--- src/rtl/gpio_port_pkg.sv ---
`timescale 1ns/1ps
package gpio_port_pkg;

    localparam int PORT_W = 8;
    localparam int ADDR_W = 1;

    localparam logic [ADDR_W-1:0] ADDR_DIR  = 1'b0;
    localparam logic [ADDR_W-1:0] ADDR_DATA = 1'b1;

    typedef enum logic {
        MODE_GPIO   = 1'b0,
        MODE_EXTBUS = 1'b1
    } port_mode_e;

    typedef struct packed {
        logic [PORT_W-1:0] dir;
        logic [PORT_W-1:0] data;
    } port_regs_t;

    // One read-back bit: driven pins show stored data; sampled pins show
    // the synchronized pad in normal mode and a constant 1 on the bus mode.
    function automatic logic readback_bit(
        input logic       dir_b,
        input logic       data_b,
        input logic       pin_b,
        input port_mode_e mode
    );
        if (dir_b)
            return data_b;
        else if (mode == MODE_EXTBUS)
            return 1'b1;
        else
            return pin_b;
    endfunction

endpackage

--- src/rtl/gpio_pin_sync.sv ---
`timescale 1ns/1ps
module gpio_pin_sync #(
    parameter int WIDTH  = 8,
    parameter int STAGES = 2
) (
    input  logic             clk,
    input  logic             rst,
    input  logic [WIDTH-1:0] async_in,
    output logic [WIDTH-1:0] sync_out
);

    logic [WIDTH-1:0] stage_q [STAGES];

    generate
        for (genvar s = 0; s < STAGES; s++) begin : g_stage
            if (s == 0) begin : g_first
                always_ff @(posedge clk) begin
                    if (rst) stage_q[s] <= '0;
                    else     stage_q[s] <= async_in;
                end
            end else begin : g_next
                always_ff @(posedge clk) begin
                    if (rst) stage_q[s] <= '0;
                    else     stage_q[s] <= stage_q[s-1];
                end
            end
        end
    endgenerate

    assign sync_out = stage_q[STAGES-1];

endmodule

--- src/rtl/gpio_port_regs.sv ---
`timescale 1ns/1ps
module gpio_port_regs
    import gpio_port_pkg::*;
(
    input  logic              clk,
    input  logic              sys_rst,
    input  logic              wdt_rst,
    input  logic              wr_en,
    input  logic [ADDR_W-1:0] addr,
    input  logic [PORT_W-1:0] wdata,
    output port_regs_t        regs_q
);

    logic wr_dir;
    logic wr_data;

    assign wr_dir  = wr_en && (addr == ADDR_DIR);
    assign wr_data = wr_en && (addr == ADDR_DATA);

    // Only the system reset clears state; the watchdog reset is not wired in.
    always_ff @(posedge clk) begin
        if (sys_rst) begin
            regs_q <= '0;
        end else begin
            if (wr_dir)  regs_q.dir  <= wdata;
            if (wr_data) regs_q.data <= wdata;
        end
    end

    AST_RESET_CLEARS: assert property (@(posedge clk)
        sys_rst |=> (regs_q.dir == '0 && regs_q.data == '0));

    AST_DIR_WRITE: assert property (@(posedge clk) disable iff (sys_rst)
        (wr_en && addr == ADDR_DIR) |=> regs_q.dir == $past(wdata));

    AST_DATA_WRITE: assert property (@(posedge clk) disable iff (sys_rst)
        (wr_en && addr == ADDR_DATA) |=> regs_q.data == $past(wdata));

    AST_WDT_KEEPS: assert property (@(posedge clk) disable iff (sys_rst)
        (wdt_rst && !wr_en) |=> $stable(regs_q));

endmodule

--- src/rtl/gpio_read_mux.sv ---
`timescale 1ns/1ps
module gpio_read_mux
    import gpio_port_pkg::*;
(
    input  port_regs_t        regs,
    input  logic [PORT_W-1:0] pin_sync,
    input  port_mode_e        mode,
    input  logic              rd_en,
    input  logic [ADDR_W-1:0] addr,
    output logic [PORT_W-1:0] rdata
);

    logic [PORT_W-1:0] data_view;

    generate
        for (genvar b = 0; b < PORT_W; b++) begin : g_bit
            assign data_view[b] = readback_bit(regs.dir[b], regs.data[b],
                                               pin_sync[b], mode);
        end
    endgenerate

    always_comb begin
        rdata = '0;
        if (rd_en) begin
            if (addr == ADDR_DIR) rdata = '1;
            else                  rdata = data_view;
        end
    end

endmodule

--- src/rtl/gpio_port8.sv ---
`timescale 1ns/1ps
module gpio_port8
    import gpio_port_pkg::*;
(
    input  logic              clk,
    input  logic              sys_rst,
    input  logic              wdt_rst,
    input  logic              ext_bus_mode,
    input  logic [ADDR_W-1:0] bus_addr,
    input  logic              bus_wr,
    input  logic              bus_rd,
    input  logic [PORT_W-1:0] bus_wdata,
    output logic [PORT_W-1:0] bus_rdata,
    input  logic [PORT_W-1:0] pad_in,
    output logic [PORT_W-1:0] pad_oe,
    output logic [PORT_W-1:0] pad_out
);

    localparam int SYNC_STAGES = 2;

    port_regs_t        regs;
    logic [PORT_W-1:0] pin_sync;
    port_mode_e        mode;

    assign mode = port_mode_e'(ext_bus_mode);

    gpio_pin_sync #(
        .WIDTH  (PORT_W),
        .STAGES (SYNC_STAGES)
    ) u_sync (
        .clk      (clk),
        .rst      (sys_rst),
        .async_in (pad_in),
        .sync_out (pin_sync)
    );

    gpio_port_regs u_regs (
        .clk     (clk),
        .sys_rst (sys_rst),
        .wdt_rst (wdt_rst),
        .wr_en   (bus_wr),
        .addr    (bus_addr),
        .wdata   (bus_wdata),
        .regs_q  (regs)
    );

    gpio_read_mux u_rmux (
        .regs     (regs),
        .pin_sync (pin_sync),
        .mode     (mode),
        .rd_en    (bus_rd),
        .addr     (bus_addr),
        .rdata    (bus_rdata)
    );

    // Pad drive: on the external bus the port releases every enable.
    always_comb begin
        pad_out = regs.data;
        pad_oe  = (mode == MODE_EXTBUS) ? '0 : regs.dir;
    end

    AST_DIR_READS_ONES: assert property (@(posedge clk) disable iff (sys_rst)
        (bus_rd && bus_addr == ADDR_DIR) |-> bus_rdata == '1);

    AST_IDLE_RDATA: assert property (@(posedge clk) disable iff (sys_rst)
        !bus_rd |-> bus_rdata == '0);

    AST_EXT_NO_OE: assert property (@(posedge clk) disable iff (sys_rst)
        ext_bus_mode |-> pad_oe == '0);

    AST_EXT_IN_ONES: assert property (@(posedge clk) disable iff (sys_rst)
        (ext_bus_mode && bus_rd && bus_addr == ADDR_DATA)
            |-> ((bus_rdata | pad_oe) == '1 || ~u_regs.regs_q.dir == (bus_rdata & ~u_regs.regs_q.dir)));

endmodule

--- config.mk ---
export PLATFORM = sky130hd
export DESIGN_NAME = gpio_port8
export DESIGN_NICKNAME = d
export VERILOG_FILES = /design/src/rtl/gpio_port_pkg.sv /design/src/rtl/gpio_pin_sync.sv /design/src/rtl/gpio_port_regs.sv /design/src/rtl/gpio_read_mux.sv /design/src/rtl/gpio_port8.sv
export SDC_FILE = /design/constraint.sdc
export NUM_CORES = 1
export LEC_CHECK = 0
export BUFFER_PORTS_ARGS = -buffer_cell sky130_fd_sc_hd__buf_4
export CAP_MARGIN = 20
export CORE_AREA = 2 2 63 80
export CTS_BUF_LIST = sky130_fd_sc_hd__clkbuf_8
export DETAILED_ROUTE_END_ITERATION = 8
export DIE_AREA = 0 0 65 82
export PLACE_DENSITY_LB_ADDON = 0.2
export SYNTH_ARGS = -nofsm -noshare
export SYNTH_HDL_FRONTEND = slang
export SYNTH_SLANG_ARGS = --single-unit
--- constraint.sdc ---
create_clock -name clk -period 1 [get_ports clk]
set_input_delay 0.05 -clock clk [delete_from_list [all_inputs] [get_ports clk]]
set_output_delay 0.05 -clock clk [all_outputs]
set_load 0.01 [all_outputs]
Word-level counts from Yosys, hierarchy flattened
Memories as Yosys holds them, arrays and structs flattened. Cells that the tools add are included.

Flip-flop bits (word level): 16. RAM bits: 16. Input port bits: 23. Memories kept: 1.

Bitwise gates (word level): 3. Reductions and logical operators: 2. Multiplexer cells: 24.

Memories: u_sync.stage_q (words 2, width 8, read ports 2, clocked after Yosys merged registers in 0, wr ports 2, RTL line gpio_pin_sync.sv:12) `logic [WIDTH-1:0] stage_q [STAGES];`.

Operator list (number): 2-to-1 mux 8 bit (5); 2-to-1 mux 1 bit (19); logical AND 1 bit (2); OR 1 bit (2); inverter 1 bit (1).

Longest topological paths before layout
Gate-level depths: netlist of run 1.

Depth after elaboration: 4. Mapped depth: 5. Mapped depth without buffers: 3.

Modules after synthesis
Synthesis of run 1 repeated with hierarchy kept, for this count alone.

Cell total of the unflattened synthesis: 125. Area total of the unflattened synthesis: 1352.5 µm².

By module, submodules not included: gpio_port_regs (seq. area each 320.3 µm², cells each 64, area each 674.4 µm², instances 1); gpio_pin_sync (seq. area each 320.3 µm², cells each 33, area each 464.2 µm², instances 1); gpio_read_mux (seq. area each 0.0 µm², cells each 20, area each 163.9 µm², instances 1); gpio_port8 (seq. area each 0.0 µm², cells each 8, area each 50.0 µm², instances 1).

Worst setup path before layout of run 1
No wires, ideal clock.

Kind: reg-to-output. From: register u_regs.regs_q[0] in the netlist's numbering. To: output bus_rdata[0]. Data arrival time: 0.770 ns. Cell stages (with the launch flop): 4. Slack: 0.180 ns. Path through: dfxtp_1 > nand2b_1 > o31ai_1 > a21boi_0.

Longest elaborated chain between the ends: 3.

RTL lines: start: declaration (RTL line gpio_port_regs.sv:11) `output port_regs_t regs_q`; 2-to-1 mux 1 bit (RTL line gpio_port_pkg.sv:28) `if (dir_b)`; 2-to-1 mux 8 bit (RTL line gpio_read_mux.sv:25) `if (addr == ADDR_DIR) rdata = '1;`; 2-to-1 mux 8 bit (RTL line gpio_read_mux.sv:24) `if (rd_en) begin`; end: declaration (RTL line gpio_port8.sv:13) `output logic [PORT_W-1:0] bus_rdata,`.

Every way passes these cells.

Worst setup path in the final report of run 1
From: register u_regs.regs_q[15] in the netlist's numbering. To: output bus_rdata[7].

The elaborated chain is that of the path after synthesis.

==> run_results.csv, run 1 <==
group,metric,value,unit
global_routing,grt_usage,12.3,%
die,start_util,29.0,%
yosys,ys_seq_area_share,48.2,%
detailed_routing,viasPerCell,4.35,
finish,fill_cells,476,
setup_path,rr_worst_depth,3,
sta,setup_viol_count_final,9,
clock_tree,cts_max_level,2,
setup_path,slowest_delay,340,ps
detailed_routing,antenna_left,0,
power,ir_worst_vdd,606,uV
worst_hold_path,whs_path_depth,2,
placement,io_buffer_count,45,
finish,area_growth,41.1,%
clock_tree,numCtsBuffers,5,
sta,hold_ws,11.7,ps
yosys,synthDistinctLibCells,18,
clock_tree,cts_max_path_buffers,2,
setup_path,crit_arrival,1090,ps
die,dieArea,5330,sq um
setup_path,rr_startpoint,"u_regs.regs_q[2]",
global_routing,grt-ovfl-total,0,
detailed_routing,via_count,1065,
clock_tree,cts_tree,"yes",
placement,gp_congestion,0.796,
setup_path,rr_endpoint,"u_regs.regs_q[2]",
clock_tree,numClockSinks,32,
detailed_routing,drt-pass1-iter-count,4,
status,status,"complete, but fails checks",
sta,period_minus_slack,1140,ps
sta,fin_crit_sh,114,%
sta,max-slew-margin-rel,75.5,%
status,violations,"setup timing",
sta,skew,4.35,ps
yosys,synthCells,138,
yosys,syn_avg_cell_area,9.63,sq um
setup_path,cp.required,950,ps
sta,hold_violations,0,
sta,finalWorstSetupSlack,-141,ps
die,die_x,65,um
yosys,syn_nets,161,
yosys,ys_seq_elements,32,
finish,drive_above_1_share,44.9,%
die,die_h,82,um
setup_path,worst-path-buf-inv,1,
worst_hold_path,min-delay-start,"pad_in[4]",
setup_path,cp-end-kind,"output pin",
sta,worstMarginPinSlew,367,ps
worst_hold_path,whs_endpoint,"u_sync.stage_q[0][4]",
clock_tree,clk_latency,270,ps
power,p_total,2640,uW
clock_tree,cts-root-buf,"clkbuf_8",
die,fp-row-count,28,
detailed_routing,first_iter_violations,33,
clock_tree,clk_pin_slew,60,ps
yosys,netlist_area,1330,sq um
finish,layoutNonFillerInstCount,245,
setup_path,path_cells,"o31ai_4 -> a21boi_2 -> buf_4",
global_routing,grt_max_degree,33,
setup_path,cp-start-kind,"flip-flop",
die,coreArea,4590,sq um
sta,final_max_slew_viol_count,0,
job,cap_violations,0,
setup_path,r2r_slack,310,ps
detailed_routing,drc_errors,0,
finish,n_antenna_cell,0,
setup_path,critPathKind,"flip-flop to output pin",
placement,placedCellCount,229,
sta,rsz0062_at_grt,"yes",
setup_path,worst_path_max_delay_cell,"dfxtp_2",
die,pin_count,47,
finish,fin_nets,210,
global_routing,grt_pass1_wl,4820,um
power,leakage,0.000812,uW
detailed_routing,drt-total-wl,3010,um
detailed_routing,post_drt_wl_per_cell,12.3,um
yosys,ys_warn_count,0,
worst_hold_path,worst_hold_path_type,"primary input to flip-flop",
placement,hpwlAfterDp,2100,um
power,p_per_area,1410,nW/um^2
sta,fmax,876,MHz
global_routing,antenna_found_initial,0,
setup_path,cp_top_family,"flip-flops",
setup_path,crit_path_max_fanout,4,
global_routing,grt_pass1_vias,1102,
[cell usage after synthesis]
cell,count,area share [%]
dfxtp_1,32,48
a21oi_1,8,3.0
o31ai_1,8,4.5
nor2b_4,1,1.0
and2b_1,5,2.8
buf_4,8,4.5
nor2_1,8,2.3
mux2i_1,8,6.0
nand2_1,9,2.5
clkbuf_2,1,0.38
clkbuf_1,2,0.57
nand3_1,8,3.0
a21boi_0,8,4.5
nor2b_1,19,8.9
buf_2,1,0.38
buf_6,3,2.5
nand2b_1,8,3.8
dlymetal6s2s_1,1,0.94
[state kept, by name, indices dropped and copies added (netlist names)]
signal and cells:
u_sync.stage_q 16, u_regs.regs_q 16
[cells by family (layout without fill, tap and decap cells)]
logic type / after synthesis / in the layout / synth area share [%]
buffers and inverters: 16 / 63 / 9.32
AOI/OAI and AO/OA: 24 / 24 / 12.1
and+or+nand+nor: 58 / 58 / 24.4
DFF: 32 / 32 / 48.2
muxes: 8 / 8 / 6.03
[final cells by class]
cell class	count	area [sq um]	share of cell area, %
timing repair buffer	58	450	24.0
multi-input combinational	90	619	33.0
tap	60	75.1	4.01
sequential	32	661	35.2
clock buffer	5	68.8	3.67
[worst max-delay path by stage]
stage | from | cells after the start | slack, ps | endpoint
after CTS | u_sync.stage_q[1][7] | 3 | -130 | bus_rdata[7]
after global routing | u_regs.regs_q[15] | 3 | -210 | bus_rdata[7]
final | u_regs.regs_q[15] | 3 | -140 | bus_rdata[7]
after detailed placement | bus_wr | 4 | 30 | u_regs.regs_q[11]
after floorplan | u_regs.regs_q[0] | 3 | 180 | bus_rdata[0]
after global placement | bus_wr | 4 | 50 | u_regs.regs_q[11]
[what timing repair did]
action | 4_1_cts | 5_1_grt
hold buffers | 6 | 0
buffers inserted | 5 | 0
pin swaps | 16 | 1
setup endpoints to repair | 9 | 10
gates resized for setup | 24 | 10
endpoints found under the hold margin | 6 | 0
[routing by layer]
layer	share of wire (%)	up-vias	GRT usage (%)
met1	39	485	12.7
met4	2.7	0	8.51
met2	53	29	20.6
met3	5.2	8	4.79
met5	0	-	0
li1	-	543	-
[worst reg2reg max path, stage by stage (launching register included)]
cell and delay (ps):
dfxtp_2 330, buf_4 110, nand2_1 40, a21oi_1 140
[where the power goes]
group / switching, uW / internal, uW
sequential: 35.0 / 1340
clock: 390 / 446
combinational: 186 / 240
total: 611 / 2030
[stage by stage]
stage          instance area (sq um)  utilization, %  setup WS [ps]  TNS, ps
3_5_place_dp                    1630            35.6           30.1        0
3_3_place_gp                    1630            35.6           50.2        0
2_1_floorplan                   1330               -            180        0
5_1_grt                         1870            40.8           -207    -1430
6_report                        1870            40.8           -141     -847
4_1_cts                         1820            39.7           -127     -898
[layout by cell type (no fill, tap or decap)]
master / n
buf_4: 52
nor2b_1: 18
dfxtp_2: 16
dfxtp_1: 16
nand2_1: 9
mux2i_1: 8
nor2_1: 8
nand3_1: 8
a21oi_1: 8
a21boi_1: 7
nand2b_1: 6
dlygate4sd3_1: 6
and2b_1: 5
clkbuf_8: 5
o31ai_2: 4
o31ai_1: 3
nand2b_4: 2
nor2b_2: 1
o31ai_4: 1
a21boi_2: 1
nor2b_4: 1
No activity file was read; power rests on OpenSTA's default activity.
==> run 2: changes to the inputs <==
--- a/config.mk
+++ b/config.mk
@@ -13,4 +13,5 @@
 export DIE_AREA = 0 0 65 82
 export PLACE_DENSITY_LB_ADDON = 0.2
+export REMOVE_ABC_BUFFERS = 1
 export SYNTH_ARGS = -nofsm -noshare
 export SYNTH_HDL_FRONTEND = slang
==> constraint.sdc (replaced) <==
create_clock -name clk -period 1 [get_ports clk]
set_input_delay 0.25 -clock clk [delete_from_list [all_inputs] [get_ports clk]]
set_output_delay 0.25 -clock clk [all_outputs]
set_load 0.01 [all_outputs]
==> run_results.csv, run 2 (same netlist as run 1, synthesis figures left out) <==
group,metric,value,unit
setup_path,cp-start-kind,"flip-flop",
setup_path,path_cells,"nand2b_4 -> o31ai_4 -> a21boi_1 -> buf_4",
die,die_h,82,um
sta,setup_viol_count_final,24,
worst_hold_path,worst_hold_path_type,"primary input to flip-flop",
setup_path,cp.required,750,ps
detailed_routing,drc_errors,0,
finish,fill_cells,462,
finish,drive_above_1_share,49.5,%
finish,seqCellArea,666,sq um
setup_path,cp.depth,4,
detailed_routing,viasPerCell,4.39,
status,status,"complete, but fails checks",
sta,skew,0.493,ps
die,dieArea,5330,sq um
setup_path,critPathKind,"flip-flop to output pin",
finish,multi_input_area,608,sq um
clock_tree,postCtsHoldBufs,0,
setup_path,slowest_delay,320,ps
clock_tree,clk_latency,270,ps
setup_path,endpoint,"bus_rdata[5]",
setup_path,crit_arrival,1080,ps
global_routing,grt_usage,12.7,%
detailed_routing,first_iter_violations,32,
global_routing,grt_pass1_wl,5070,um
global_routing,grt_max_degree,33,
global_routing,grt_pass1_vias,1049,
finish,fin_nets,221,
clock_tree,numClockSinks,32,
die,start_util,29.0,%
setup_path,worst-path-buf-inv,1,
finish,top_regs,"u_regs.regs_q (16), u_sync.stage_q (16)",
finish,final_cell_mix,"46 x buf_4, 22 x buf_6, 19 x nor2b_1, 16 x dfxtp_1, 14 x dfxtp_2",
die,die_x,65,um
sta,worstMarginPinSlew,346,ps
clock_tree,numCtsBuffers,5,
sta,hold_ws,186,ps
setup_path,rr_startpoint,"u_regs.regs_q[5]",
sta,finalWorstSetupSlack,-330,ps
global_routing,grt-ovfl-total,0,
worst_hold_path,min-delay-start,"pad_in[2]",
power,ir_worst_vdd,488,uV
sta,rsz0062_at_grt,"yes",
sta,fin_crit_sh,133,%
detailed_routing,via_count,1123,
clock_tree,cts_max_path_buffers,2,
clock_tree,cts_tree,"yes",
placement,io_buffer_count,45,
setup_path,worst_path_max_delay_cell,"dfxtp_2",
finish,area_growth,52.8,%
setup_path,cp_top_family,"flip-flops",
finish,n_antenna_cell,0,
die,fp-row-count,28,
clock_tree,clk_pin_slew,60,ps
die,pin_count,47,
placement,placedCellCount,244,
setup_path,r2r_slack,90,ps
placement,hpwlAfterDp,2310,um
power,p_per_area,1330,nW/um^2
sta,max-slew-margin-rel,76.9,%
die,coreArea,4590,sq um
power,leakage,0.000895,uW
placement,pre_cts_ws,-227,ps
clock_tree,cts_max_level,2,
setup_path,rr_worst_depth,5,
detailed_routing,drt-pass1-iter-count,3,
detailed_routing,post_drt_wl_per_cell,13.3,um
finish,layoutNonFillerInstCount,256,
detailed_routing,antenna_left,0,
job,cap_violations,0,
clock_tree,cts-root-buf,"clkbuf_8",
sta,final_max_slew_viol_count,0,
sta,hold_violations,0,
sta,period_minus_slack,1330,ps
status,violations,"setup timing",
global_routing,antenna_found_initial,0,
detailed_routing,drt-total-wl,3410,um
finish,final_common_cell,"buf_4",
setup_path,crit_path_start,"u_regs.regs_q[5]",
placement,gp_congestion,0.765,
sta,fmax,752,MHz
setup_path,crit_path_max_fanout,2,
setup_path,cp-end-kind,"output pin",
setup_path,rr_endpoint,"u_regs.regs_q[5]",
-- run 2: cell types whose count changed in the layout (fill, tap and decap cells not counted), sizes merged --
cell and change:
buf +17, dlygate4sd3 -6
-- run 2: repair_timing --
item / in CTS / in global routing
buffers inserted: 2 / 8
setup endpoints to repair: 24 / 24
gates resized for setup: 51 / 6
pin swaps: 16 / 3
-- run 2: power breakdown --
group | internal [uW] | switching (uW) | total [uW]
combinational | 286 | 200 | 486
sequential | 1340 | 35.3 | 1370
clock | 447 | 400 | 847
-- run 2: area by class of cell --
class                   instances  area share, %
repair buffers                 69           30.2
flip-flops and latches         32           32.8
multi-input cells              90           29.9
well taps                      60           3.70
clock buffers                   5           3.39
-- run 2: worst min path at each step --
stage	to	cells after the start
final	u_sync.stage_q[0][2]	2
after detailed placement	u_sync.stage_q[1][4]	1
after global placement	u_sync.stage_q[1][2]	1
after global routing	u_sync.stage_q[0][2]	2
after CTS	u_sync.stage_q[0][2]	2
after floorplan	u_regs.regs_q[0]	1
-- run 2: worst reg2reg max path, stage by stage (launching register included) --
cell and delay, ps:
dfxtp_2 320, buf_4 120, buf_6 110, buf_4 120, nand2_1 50, a21oi_1 70
-- run 2: metrics by stage --
step / total power (uW) / util (%) / setup TNS, ps / cell area, sq um
CTS: 2730 / 42.8 / -4510 / 1970
finish: 2710 / 44.2 / -4450 / 2030
global placement: 1800 / 38.3 / -2790 / 1760
global route: 2830 / 44.2 / -5450 / 2030
detailed placement: 1810 / 38.3 / -3120 / 1760
floorplan: 1540 / - / -704 / 1200
-- run 2: layer usage --
metal / vias to the layer above / GRT usage, % / part of all wire (%)
met2: 20 / 23.8 / 58
met1: 532 / 13.1 / 38
met3: 2 / 3.29 / 3.7
met4: 0 / 5.96 / 0.41
met5: - / 0 / 0
li1: 569 / - / -
==> run 3: changes to the inputs <==
Settings changed: ABC_AREA set to 1, CORE_AREA 2 2 63 80 to 2 2 64 82, DIE_AREA 0 0 65 82 to 0 0 66 84.
==> run_results.csv, run 3 <==
group,metric,value,unit
setup_path,cp.required,750,ps
sta,hold_violations,0,
setup_path,crit_arrival,1020,ps
setup_path,critPathKind,"flip-flop to output pin",
yosys,syn_avg_cell_area,7.06,sq um
finish,seqCellArea,669,sq um
detailed_routing,first_iter_violations,13,
setup_path,cp-start-kind,"flip-flop",
yosys,synth_edf_count,0,
sta,worstMarginPinSlew,321,ps
sta,max-slew-margin-rel,78.6,%
power,leakage,0.000981,uW
finish,drive_above_1_share,39.0,%
placement,gp_congestion,0.739,
yosys,async_reset_ff_share,0,%
yosys,ys_warn_count,0,
detailed_routing,viasPerCell,4.00,
setup_path,crit_path_max_fanout,1,
global_routing,grt_usage,12.6,%
clock_tree,cts_max_path_buffers,2,
worst_hold_path,worst_hold_path_type,"primary input to flip-flop",
placement,io_buffer_count,45,
global_routing,grt_pass1_vias,1156,
yosys,yosysMostFrequentCell,"nor2_1",
die,dieArea,5540,sq um
die,coreArea,4860,sq um
yosys,synthAdderAreaFrac,0,%
yosys,ys_seq_elements,32,
yosys,synth_mux_area_share,0,%
die,start_util,28.6,%
power,p_per_area,1460,nW/um^2
detailed_routing,drt-pass1-iter-count,4,
sta,tns,-3570,ps
job,cap_violations,0,
sta,finalWorstSetupSlack,-270,ps
status,violations,"setup timing",
finish,fin_util,40.5,%
finish,multi_input_area,508,sq um
clock_tree,numCtsBuffers,5,
sta,rsz0062_at_grt,"yes",
clock_tree,numClockSinks,32,
die,fp-row-count,29,
finish,final_common_cell,"nor2_1",
setup_path,cp-end-kind,"output pin",
global_routing,grt_pass1_wl,5310,um
detailed_routing,drc_errors,0,
clock_tree,postCtsHoldBufs,0,
detailed_routing,drt-total-wl,3220,um
clock_tree,clk_latency,280,ps
finish,top_regs,"u_regs.regs_q (16), u_sync.stage_q (16)",
power,ir_worst_vdd,793,uV
sta,final_max_slew_viol_count,0,
detailed_routing,via_count,1252,
die,die_h,84,um
clock_tree,cts_tree,"yes",
yosys,synth_top_area_share,46.0,%
yosys,ys.flop_type,"dfxtp_1",
yosys,synthTopCellsByArea,"dfxtp_1 46%, nor2_1 23%, inv_1 6.7%",
yosys,synth_top_family_by_area,"simple AND/OR/NAND/NOR gates",
yosys,synthDistinctLibCells,14,
global_routing,grt-ovfl-total,0,
finish,area_growth,41.6,%
yosys,ys_top_cells_by_count,"85 x nor2_1, 32 x dfxtp_1, 25 x inv_1",
die,die_x,66,um
status,status,"complete, but fails checks",
power,p_total,2890,uW
detailed_routing,post_drt_wl_per_cell,10.3,um
finish,final_cell_mix,"84 x nor2_1, 45 x buf_4, 24 x inv_1, 17 x dfxtp_2, 16 x nand2_1",
yosys,netlist_area,1390,sq um
sta,fmax,788,MHz
sta,period_minus_slack,1270,ps
sta,setup_viol_count_final,23,
finish,fin_nets,273,
die,pin_count,47,
clock_tree,cts-root-buf,"clkbuf_8",
placement,hpwlAfterDp,2230,um
yosys,synth-compound-area-share,5.76,%
global_routing,grt_max_degree,17,
yosys,yosysTopAreaCell,"dfxtp_1",
finish,fill_cells,543,
yosys,synth-xor-area-share,0,%
detailed_routing,antenna_left,0,
yosys,synth-simple-area-share,30.6,%
yosys,ys_seq_area_share,46.0,%
clock_tree,cts_max_level,2,
yosys,synthCells,197,
sta,skew,0.613,ps
global_routing,antenna_found_initial,0,
finish,n_antenna_cell,0,
sta,fin_crit_sh,127,%
clock_tree,clk_pin_slew,60,ps
run 3: worst max-delay path: stages, from the launching register on:
cell	delay (ps)
dfxtp_1	310
nor2_1	40
nor2_1	90
nor2_1	50
nor2_1	110
buf_4	140
run 3: final cells by class:
class	instances	share of cell area [%]
flip-flops and latches	32	34.0
multi-input cells	122	25.8
repair buffers	60	25.7
inverters	29	6.03
clock buffers	6	4.19
well taps	62	3.94
clock inverters	2	0.381
run 3: path summary, 6_finish.rpt:
| kind | slack, ps | endpoint | from | cells past startpoint |
|---|---|---|---|---|
| min reg2reg | 390 | u_sync.stage_q[1][6] | u_sync.stage_q[0][6] | 2 |
| max | -270 | bus_rdata[0] | u_sync.stage_q[1][0] | 5 |
| max reg2reg | 190 | u_regs.regs_q[3] | u_regs.regs_q[3] | 4 |
| min | 170 | u_sync.stage_q[0][7] | pad_in[7] | 3 |
run 3: where the power goes:
part	leakage [uW]	internal (uW)	switching [uW]	total [uW]
clock	0.0000538	540	431	971
sequential	0.000272	1360	45.0	1400
combinational	0.000655	271	243	514
run 3: cell families (layout without fill, tap and decap cells):
| group | after synthesis | after routing |
|---|---|---|
| buffers and inverters | 43 | 97 |
| DFF | 32 | 32 |
| and+or+nand+nor | 106 | 106 |
| AOI/OAI and AO/OA | 16 | 16 |
run 3: per-layer routing:
metal / GRT usage (%) / vias up / share of wire [%] / routed length, um
met2: 20.5 / 27 / 50 / 1600
li1: - / 671 / - / -
met5: 0 / - / 0 / 0
met3: 4.05 / 6 / 5.1 / 164
met1: 14.9 / 548 / 43 / 1390
met4: 5.57 / 0 / 1.8 / 58
run 3: timing repair:
action / in CTS / in global routing
setup buffers: 0 / 10
gates resized for setup: 32 / 12
setup endpoints to repair: 24 / 24
pin swaps: 9 / 2
run 3: through the flow:
step	cell area, sq um	worst slack [ps]	instances	hold WS, ps
floorplan	1260	70.8	183	321
global placement	1750	-166	299	389
detailed placement	1750	-167	299	393
CTS	1910	-275	307	164
global route	1970	-362	313	174
finish	1970	-270	313	172
